[src/rtl/sl_pkg.sv]
package sl_pkg;

   typedef enum logic [2:0] {
      ST_IDLE,
      ST_START,
      ST_DATA,
      ST_PAR,
      ST_STOP
   } line_st_e;

   // rate in tenths of a baud for each code; 0 marks the unused code
   function automatic longint rate_x10(input int code);
      case (code)
         0:  return 500;
         1:  return 750;
         2:  return 1100;
         3:  return 1345;
         4:  return 1500;
         5:  return 3000;
         6:  return 6000;
         7:  return 12000;
         8:  return 18000;
         9:  return 20000;
         10: return 24000;
         11: return 36000;
         12: return 48000;
         13: return 72000;
         14: return 96000;
         default: return 0;
      endcase
   endfunction

   // clocks per oversample tick, rounded, at least 1; 0 for the unused code
   function automatic longint tick_div(input int code, input longint clk_hz);
      longint r;
      longint d;
      r = rate_x10(code);
      if (r == 0) return 0;
      d = (clk_hz * 10 + 8 * r) / (16 * r);
      if (d < 1) d = 1;
      return d;
   endfunction

endpackage

[src/rtl/sl_baud_gen.sv]
module sl_baud_gen #(
   parameter longint CLK_HZ = 50_000_000,
   parameter int     DIV_W  = 16
) (
   input  logic       clk,
   input  logic       rst_n,
   input  logic [3:0] rate,
   output logic       tick
);
   localparam int NCODES = 16;

   logic [DIV_W-1:0] div_tab [NCODES];
   logic [DIV_W-1:0] cnt;
   logic [3:0]       last_rate;
   logic [DIV_W-1:0] cur_div;

   for (genvar g = 0; g < NCODES; g++) begin : g_tab
      assign div_tab[g] = DIV_W'(sl_pkg::tick_div(g, CLK_HZ));
   end

   assign cur_div = div_tab[rate];

   always_ff @(posedge clk or negedge rst_n) begin
      if (!rst_n) begin
         cnt       <= '0;
         last_rate <= 4'd15;
      end else if (rate != last_rate || cur_div == '0) begin
         cnt       <= '0;
         last_rate <= rate;
      end else if (cnt == '0) begin
         cnt <= cur_div - 1'b1;
      end else begin
         cnt <= cnt - 1'b1;
      end
   end

   assign tick = (cnt == '0) && (cur_div != '0) && (rate == last_rate);

   a_r1_unused_code_silent : assert property (@(posedge clk) disable iff (!rst_n)
      (rate == 4'd15) |-> !tick);

endmodule

[src/rtl/sl_tx.sv]
module sl_tx
   import sl_pkg::*;
(
   input  logic       clk,
   input  logic       rst_n,
   input  logic       tick,
   input  logic [1:0] len,
   input  logic       stop2,
   input  logic       par_en,
   input  logic       par_odd,
   input  logic       brk,
   input  logic       wr,
   input  logic [7:0] wdata,
   output logic       ready,
   output logic       txd
);
   line_st_e   st;
   logic [5:0] sub;
   logic [2:0] bitn;
   logic [7:0] sh;
   logic       pbit;
   logic       hold_full;
   logic [7:0] hold;
   logic [7:0] mask;
   logic [2:0] last_bit;
   logic [5:0] stop_last;
   logic       line;

   assign mask      = 8'hFF >> (3 - len);
   assign last_bit  = 3'(len) + 3'd4;
   assign stop_last = !stop2 ? 6'd15 : (len == 2'd0 ? 6'd23 : 6'd31);

   always_ff @(posedge clk or negedge rst_n) begin
      if (!rst_n) begin
         st        <= ST_IDLE;
         sub       <= '0;
         bitn      <= '0;
         sh        <= '0;
         pbit      <= 1'b0;
         hold_full <= 1'b0;
         hold      <= '0;
      end else begin
         if (wr && !hold_full) begin
            hold      <= wdata;
            hold_full <= 1'b1;
         end
         if (tick) begin
            case (st)
               ST_IDLE: if (hold_full) begin
                  sh        <= hold & mask;
                  pbit      <= (^(hold & mask)) ^ par_odd;
                  hold_full <= 1'b0;
                  sub       <= '0;
                  st        <= ST_START;
               end
               ST_START: if (sub == 6'd15) begin
                  sub  <= '0;
                  bitn <= '0;
                  st   <= ST_DATA;
               end else sub <= sub + 1'b1;
               ST_DATA: if (sub == 6'd15) begin
                  sub <= '0;
                  sh  <= sh >> 1;
                  if (bitn == last_bit) st <= par_en ? ST_PAR : ST_STOP;
                  else bitn <= bitn + 1'b1;
               end else sub <= sub + 1'b1;
               ST_PAR: if (sub == 6'd15) begin
                  sub <= '0;
                  st  <= ST_STOP;
               end else sub <= sub + 1'b1;
               ST_STOP: if (sub == stop_last) begin
                  sub <= '0;
                  if (hold_full) begin
                     sh        <= hold & mask;
                     pbit      <= (^(hold & mask)) ^ par_odd;
                     hold_full <= 1'b0;
                     st        <= ST_START;
                  end else st <= ST_IDLE;
               end else sub <= sub + 1'b1;
               default: st <= ST_IDLE;
            endcase
         end
      end
   end

   always_comb begin
      case (st)
         ST_START: line = 1'b0;
         ST_DATA:  line = sh[0];
         ST_PAR:   line = pbit;
         default:  line = 1'b1;
      endcase
   end

   assign txd   = brk ? 1'b0 : line;
   assign ready = !hold_full;

   a_r9_write_fills_holding : assert property (@(posedge clk) disable iff (!rst_n)
      (wr && ready) |=> !ready);

   a_r5_stop_bounded : assert property (@(posedge clk) disable iff (!rst_n)
      (st == ST_STOP) |-> (sub <= 6'd31));

endmodule

[src/rtl/sl_rx.sv]
module sl_rx
   import sl_pkg::*;
#(
   parameter int SYNC_STAGES = 2
) (
   input  logic       clk,
   input  logic       rst_n,
   input  logic       tick,
   input  logic [1:0] len,
   input  logic       par_en,
   input  logic       par_odd,
   input  logic       rx_en,
   input  logic       rxd,
   output logic       valid,
   output logic [7:0] data,
   output logic       perr,
   output logic       ferr
);
   logic       rxs;
   line_st_e   st;
   logic [3:0] cnt;
   logic [2:0] bitn;
   logic [7:0] sh;
   logic       pbit;
   logic [2:0] last_bit;
   logic [3:0] nbits;
   logic [7:0] aligned;

   if (SYNC_STAGES == 0) begin : g_nosync
      assign rxs = rxd;
   end else begin : g_sync
      logic [SYNC_STAGES-1:0] ff;
      always_ff @(posedge clk or negedge rst_n) begin
         if (!rst_n) ff <= '1;
         else begin
            ff[0] <= rxd;
            for (int k = 1; k < SYNC_STAGES; k++) ff[k] <= ff[k-1];
         end
      end
      assign rxs = ff[SYNC_STAGES-1];
   end

   assign last_bit = 3'(len) + 3'd4;
   assign nbits    = 4'(len) + 4'd5;
   assign aligned  = sh >> (4'd8 - nbits);

   always_ff @(posedge clk or negedge rst_n) begin
      if (!rst_n) begin
         st    <= ST_IDLE;
         cnt   <= '0;
         bitn  <= '0;
         sh    <= '0;
         pbit  <= 1'b0;
         valid <= 1'b0;
         data  <= '0;
         perr  <= 1'b0;
         ferr  <= 1'b0;
      end else begin
         valid <= 1'b0;
         if (!rx_en) begin
            st <= ST_IDLE;
         end else if (tick) begin
            case (st)
               ST_IDLE: if (!rxs) begin
                  cnt <= '0;
                  st  <= ST_START;
               end
               ST_START: if (cnt == 4'd7) begin
                  cnt  <= '0;
                  bitn <= '0;
                  st   <= rxs ? ST_IDLE : ST_DATA;
               end else cnt <= cnt + 1'b1;
               ST_DATA: if (cnt == 4'd15) begin
                  cnt <= '0;
                  sh  <= {rxs, sh[7:1]};
                  if (bitn == last_bit) st <= par_en ? ST_PAR : ST_STOP;
                  else bitn <= bitn + 1'b1;
               end else cnt <= cnt + 1'b1;
               ST_PAR: if (cnt == 4'd15) begin
                  cnt  <= '0;
                  pbit <= rxs;
                  st   <= ST_STOP;
               end else cnt <= cnt + 1'b1;
               ST_STOP: if (cnt == 4'd15) begin
                  cnt   <= '0;
                  st    <= ST_IDLE;
                  valid <= 1'b1;
                  data  <= aligned;
                  perr  <= par_en && (((^aligned) ^ par_odd) != pbit);
                  ferr  <= !rxs;
               end else cnt <= cnt + 1'b1;
               default: st <= ST_IDLE;
            endcase
         end
      end
   end

   a_r3_disabled_quiet : assert property (@(posedge clk) disable iff (!rst_n)
      !rx_en |=> !valid);

   a_r4_upper_bits_zero : assert property (@(posedge clk) disable iff (!rst_n)
      valid |-> ((data >> nbits) == 8'd0));

   a_r6_no_perr_without_parity : assert property (@(posedge clk) disable iff (!rst_n)
      (valid && !par_en) |-> !perr);

endmodule

[src/rtl/serial_line.sv]
module serial_line #(
   parameter longint CLK_HZ      = 50_000_000,
   parameter int     SYNC_STAGES = 2
) (
   input  logic       clk,
   input  logic       rst_n,
   input  logic [3:0] cfg_rate,
   input  logic [1:0] cfg_len,
   input  logic       cfg_stop2,
   input  logic       cfg_par_en,
   input  logic       cfg_par_odd,
   input  logic       cfg_rx_en,
   input  logic       tx_wr,
   input  logic [7:0] tx_data,
   output logic       tx_ready,
   input  logic       brk,
   output logic       txd,
   input  logic       rxd,
   output logic       rx_valid,
   output logic [7:0] rx_data,
   output logic       rx_perr,
   output logic       rx_ferr
);
   localparam longint MAX_DIV = sl_pkg::tick_div(0, CLK_HZ);
   localparam int     DIV_W   = $clog2(MAX_DIV + 1) + 1;

   if (CLK_HZ < 153_600) begin : g_bad_clk
      $error("serial_line: CLK_HZ too low for a 16x tick at the top rate");
   end
   if (SYNC_STAGES < 0 || SYNC_STAGES > 4) begin : g_bad_sync
      $error("serial_line: SYNC_STAGES must be 0..4");
   end

   logic tick;

   sl_baud_gen #(.CLK_HZ(CLK_HZ), .DIV_W(DIV_W)) u_baud (
      .clk  (clk),
      .rst_n(rst_n),
      .rate (cfg_rate),
      .tick (tick)
   );

   sl_tx u_tx (
      .clk    (clk),
      .rst_n  (rst_n),
      .tick   (tick),
      .len    (cfg_len),
      .stop2  (cfg_stop2),
      .par_en (cfg_par_en),
      .par_odd(cfg_par_odd),
      .brk    (brk),
      .wr     (tx_wr),
      .wdata  (tx_data),
      .ready  (tx_ready),
      .txd    (txd)
   );

   sl_rx #(.SYNC_STAGES(SYNC_STAGES)) u_rx (
      .clk    (clk),
      .rst_n  (rst_n),
      .tick   (tick),
      .len    (cfg_len),
      .par_en (cfg_par_en),
      .par_odd(cfg_par_odd),
      .rx_en  (cfg_rx_en),
      .rxd    (rxd),
      .valid  (rx_valid),
      .data   (rx_data),
      .perr   (rx_perr),
      .ferr   (rx_ferr)
   );

   a_r8_break_holds_low : assert property (@(posedge clk) disable iff (!rst_n)
      (brk && $past(brk)) |-> !txd);

endmodule

[config.mk]
export PLATFORM = sky130hd
export DESIGN_NAME = serial_line
export DESIGN_NICKNAME = d
export VERILOG_FILES = /design/src/rtl/sl_pkg.sv /design/src/rtl/sl_baud_gen.sv /design/src/rtl/sl_tx.sv /design/src/rtl/sl_rx.sv /design/src/rtl/serial_line.sv
export SDC_FILE = /design/constraint.sdc
export NUM_CORES = 1
export LEC_CHECK = 0
export BUFFER_PORTS_ARGS = -buffer_cell sky130_fd_sc_hd__buf_2
export CAP_MARGIN = 20
export CORE_ASPECT_RATIO = 1.5
export CORE_MARGIN = 2
export CORE_UTILIZATION = 47
export CTS_CLUSTER_SIZE = 25
export DETAILED_ROUTE_END_ITERATION = 8
export GPL_TIMING_DRIVEN = 0
export SLEW_MARGIN = 0
export SYNTH_ARGS = -nofsm -noshare
export SYNTH_HDL_FRONTEND = slang
export SYNTH_HIERARCHICAL = 1
export SYNTH_SLANG_ARGS = --single-unit
[constraint.sdc]
create_clock -name clk -period 5.3 [get_ports clk]
set_clock_uncertainty 0.2 [all_clocks]
set_input_delay 0 -clock clk [delete_from_list [all_inputs] [get_ports clk]]
set_output_delay 0 -clock clk [all_outputs]
set_load 0.05 [all_outputs]
Word-level counts from Yosys, hierarchy flattened
Memories as Yosys holds them, arrays and structs flattened. Cells that the tools add are included.

Add/subtract/negate cells: 10. $lt $le $gt $ge: 1. Equality and inequality tests: 35. Shifts and indexed selects: 2. Muxes and demuxes: 59. Bitwise logic cells: 4. Reduce and logical (&&, ||, !) cells: 34.

Operator list (count): 17-bit two-way mux (4); 3-bit two-way mux (21); 17-bit logical NOT (2); 17-bit by 1-bit subtractor with 17-bit output, second input constant (2); 8-bit by 32-bit >> shifter with 8-bit output, first input constant (1); 3-bit one-hot mux with 5 select lines (2); 6-bit two-way mux (4); 8-bit two-way mux (3); 8-bit one-hot mux with 3 select lines (1); 4-bit AND reduction (5); 2-bit by 1-bit != test with 1-bit output, second input constant (9); 6-bit one-hot mux with 3 select lines (1); 17-bit nonzero test (1); 4-bit two-way mux (4); 8-bit parity (2); 3-bit by 2-bit != test with 1-bit output, second input constant (5); 7-bit AND reduction (2); 3-bit by 2-bit equality test with 1-bit output, second input constant (4); 1-bit two-way mux (12); 3-bit one-hot mux with 2 select lines (2); 4-bit one-hot mux with 3 select lines (1); 3-bit nonzero test (3); 8-bit bitwise AND (1); 8-bit by 4-bit >> shifter with 8-bit output (1); other kinds (35) (52).

Flip-flop bits (word level): 83. Memory bits (read-only): 272. Output and inout bits: 13. Logic and storage cells: 165. Memories: 1.

Memory list: (no name shown) (depth 16, width 17, read ports 1, clocked after Yosys merged registers in 0, write ports 0, line sl_baud_gen.sv:21) `assign cur_div = div_tab[rate];`.

Logic depth before layout (Yosys ltp)
Depth after elaboration: 9. Gate-level depth with buffers: 17. Mapped depth without buffers: 15.

Modules after synthesis
Netlist, hierarchy kept.

By module, submodules not included: sl_baud_gen (times used 1, cells an instance 216, area each 2028.2 µm²); sl_tx (times used 1, cells an instance 168, area each 1784.2 µm²); sl_rx (times used 1, cells an instance 159, area each 1725.4 µm²).

Worst setup path before layout
OpenSTA, ideal clock, no wires.

Kind: input -> register. Start: input port cfg_rate[0]. End: register u_tx.sh[1]. Data arrival time: 3115 ps. Slack: 1857 ps. Stages on the path: 15. Path buffers: 3. Cell sequence: clkbuf_1 -> inv_1 -> ha_1 -> mux4_1 -> nor2_1 -> and3_2 -> inv_2 -> o21ai_4 -> buf_6 -> nor2_1 -> clkbuf_1 -> and3_1 -> nand3_4 -> nand2_4 -> mux2_1.

Cells in the longest elaborated chain, start to end: 8. Elaborated cells on any way between the ends: 9.

Ends and longest elaborated chain: from (decl) (line serial_line.sv:7) `input logic [3:0] cfg_rate,`; 4-bit NOT with 5-bit output (implied by the code) (line sl_baud_gen.sv:21); memory read 16 x 17 bit; 17-bit two-way mux (implied by the code) (2 in a row) (line sl_baud_gen.sv:21); 17-bit nonzero test (line sl_baud_gen.sv:37) `assign tick = (cnt == '0) && (cur_div != '0) && (rate == last_rate);`; 1-bit logical AND (line sl_baud_gen.sv:37); 1-bit logical AND (*) (line sl_baud_gen.sv:37); net tick (line serial_line.sv:34) `logic tick;`; 4-bit AND reduction (no line) (*); to (signal assigned) (line sl_tx.sv:50) `sh <= hold & mask;`; to (signal assigned) (line sl_tx.sv:63) `sh <= sh >> 1;`; to (signal assigned) (line sl_tx.sv:74) `sh <= hold & mask;`; to (decl) (line sl_tx.sv:20) `logic [7:0] sh;`.

The timed path passes the listed nets; every way through them passes the cells marked *. The select of a mux whose other input is x is not followed. A chain may end at the register's enable or synchronous reset.

Final worst setup path
Same ends and word-level chain as after synthesis.

==> results.ini <==
[run_status]
run_status=complete, no violations

[synth]
synthFlopType=dfrtp_1
async_flop_share_pct=100.0
synth-edff-count=0
ys_ff_latch=83
yosys_warnings=6
synthesis.nets=578
synth.distinct_cells=92
netlist_instances=543
syn_avg_cell_area_sq_um=10.20
synthesis.area_sq_um=5538
yosysSeqAreaShare_pct=37.64

[placement]
gp_congestion=0.9615
dp_hpwl_mm=9.860
io_buffers=32
pre_cts_slack_ps=925.4

[final_layout]
layout_commonest_cell=dfrtp_1
drive_gt1_share_pct=25.86
fin_nets=641
antenna_cells=0
seq_area_sq_um=2085
fillCellCount=1055
area_delta_synth_final_pct=15.95
multiInputGateArea_sq_um=3188
layout_common_cells=dfrtp_1, nand2_1, buf_2, nor2_1, a21oi_1

[clock_tree]
clk_path_buf_depth=2
cts_root_buf=clkbuf_16
cts_buffers=9
clock-sinks=83
clk_latency_ps=340
tritoncts=built
htree_levels=3
clk_pin_slew_ps=70

[floorplan]
die_h_microns=136.9
die_x_microns=92.63
die_area_sq_um=12680
io_pins=36
std_cell_rows=48
initial_utilization_pct=48.03
core_sq_um=11530

[timing]
setup_ws_ps=652.6
max_slew.worst_pin.slew_ps=629.2
fin_crit_ps=4647
slew_headroom_pct=57.87
setup_viol=0
drv_slew=0
final-hold-violation-count=0
rsz0062_at_grt=no
fin_hold_ws_ps=38.76
fin_setup_tns_ps=0
fin_crit_sh_pct=87.69
clock.fmax_mhz=215.2

[setup_path]
slowest_delay_ps=640
cp.depth=17
worstPathCellList=dlygate4sd3_1, buf_2, clkbuf_1, inv_1, ha_1, mux4_1, nor2_1, and3_2, inv_2, o21ai_4, buf_6, nor2_1, clkbuf_1, and3_1, nand3_4, nand2_4, mux2_1
slowest_stage=mux4_1
worst-endpoint-required_ps=5320
arrival_ps=4670
cpLargestDelayFamily=buffers and inverters
end_kind=flop
crit_fanout=10
crit_buf_inv=7
path_class=input port to flop
reg2reg_depth=10
startpoint_type=input port

[routing]
wl_per_cell_microns=17.25
dr.pass1.iters=4
wirelength_mm=13.13
ant_nets=0
first_iter_violations=140
drc=0
vias=4435
viasPerCell=5.828

[power_and_ir_drop]
internal_power_mw=1.466
power_density_nw_per_um2=368.7
power_mw=2.368
clkPwrFrac_pct=26.4
leakage_nw=2.786
p_sw_mw=0.9015
p_sw_share_pct=38.08
ir_drop_mv=0.3320
power_frac_comb_pct=39.9
power_frac_seq_pct=33.8

[global_routing]
grtUsageTotal_pct=21.94
grt-ovfl-total=0
antenna_found_initial=0
grt_pass1_vias=4479
grt_max_degree=53
grt_pass1_wl_mm=21.70

[flow_run]
max_cap_violations=0

[hold_path]
hold_class=input port to async pin

through the flow:
step / util, % / instance area [sq um] / cells
floorplan: - / 5538 / 543
global placement: 51.04 / 5886 / 725
detailed placement: 51.30 / 5916 / 726
CTS: 55.69 / 6421 / 761
global route: 55.69 / 6421 / 761
finish: 55.69 / 6421 / 761
worst register-to-register path, cell delays in order, from the launching register on:
cell and delay [ps]:
dfrtp_1 420, nor4_2 490, and3_2 320, nand2_1 180, clkbuf_1 290, nor2_1 330, clkbuf_1 380, and3_1 280
nand3_4 140, nand2_4 160, mux2_1 340
registers in the layout, summed over array words and instances (netlist names), 4 cells and up:
register,count
u_rx/data,8
u_rx/cnt,4
u_baud/cnt,17
u_tx/sh,8
u_baud/last_rate,4
u_tx/sub,6
u_tx/hold,8
u_rx/sh,8
power by group through the flow:
stage | logic [mW] | clock network [mW] | registers (mW)
after floorplan | 0.741 | 0 | 0.789
after global placement | 0.912 | 0 | 0.806
after detailed placement | 0.924 | 0 | 0.812
after CTS | 0.944 | 0.646 | 0.799
after global routing | 1.04 | 0.673 | 0.812
final | 0.944 | 0.625 | 0.799
kinds of logic (layout without fill, tap and decap cells):
| logic type | count (synthesis) | in the layout | share of synthesized area, % |
|---|---|---|---|
| and+or+nand+nor | 186 | 186 | 19.82 |
| AOI/OAI and AO/OA | 125 | 125 | 16.86 |
| DFF | 83 | 83 | 37.64 |
| muxes | 54 | 54 | 12.56 |
| buffers and inverters | 49 | 117 | 4.790 |
| xor gates and xnor gates | 34 | 34 | 5.626 |
| adders and majority gates | 12 | 12 | 2.711 |
final timing paths:
kind                                              from                          end  slack [ps]
setup / recovery                           cfg_rate[0]       u_tx/sh[1]$_DFFE_PN0P_         650
hold / removal                                   rst_n  u_rx/g_sync.ff[1]$_DFF_PN1_          40
setup reg to reg               u_baud/cnt[0]$_DFF_PN0_       u_tx/sh[1]$_DFFE_PN0P_        1660
hold reg to reg            u_rx/g_sync.ff[0]$_DFF_PN1_  u_rx/g_sync.ff[1]$_DFF_PN1_         160
max in group asynchronous                        rst_n      u_baud/cnt[5]$_DFF_PN0_        4550
min in group clk                             cfg_stop2       u_tx/sh[7]$_DFFE_PN0P_          40
area by class of cell:
cell class              count  share of cell area, %
clock inverters             7                  1.247
inverters                  19                  1.130
repair buffers             52                  6.079
plain buffers              30                  3.001
flip-flops and latches     83                  32.46
multi-input cells         411                  49.65
well taps                 150                  2.923
clock buffers               9                  3.507
timing repair:
action	4_1_cts	5_1_grt
hold buffers	19	0
setup buffers	0	0
hold endpoints to repair	115	0
resized for setup	0	0
per-layer routing:
metal	global-route usage [%]	part of all wire, %	up-vias
li1	-	-	2106
met1	22.04	36	2153
met2	42.86	56	131
met3	2.863	2.9	45
met4	12.17	4.7	0
met5	0	0	-
synthesized netlist by cell type (3+ instances only):
library cell  instances  area share, %
buf_6                 6            1.2
o21ai_0              24            2.2
nor3b_2               3           0.68
a211oi_1              5           0.68
nor4_2                3           0.68
o21bai_1              4           0.54
nand4_1               6           0.68
inv_1                15            1.0
a211oi_2              3           0.68
nand3b_1              3           0.41
or3_1                 6           0.68
nor4_4                3            1.2
dfrtp_1              77             35
a21o_2                3           0.47
nor2b_1               6           0.68
dfstp_2               6            2.8
a21oi_1              29            2.6
buf_4                 5           0.68
o211ai_1              7           0.95
a31oi_1               5           0.56
nand2b_1              6           0.68
mux4_2                4            1.6
xnor2_1              20            3.2
nor2_1               35            2.4
xor2_1               13            2.1
ha_1                 12            2.7
mux4_1                4            1.9
mux2i_1              14            2.5
o21ai_1               5           0.45
clkbuf_1             13           0.88
nand3_1              16            1.4
mux2_1                6            1.2
mux2_2               26            5.3
buf_2                 4           0.36
nor3_1               15            1.4
nand2_1              51            3.5
and2_1                3           0.34
and3_1                4           0.45
Power figures use the tool's default switching activity.
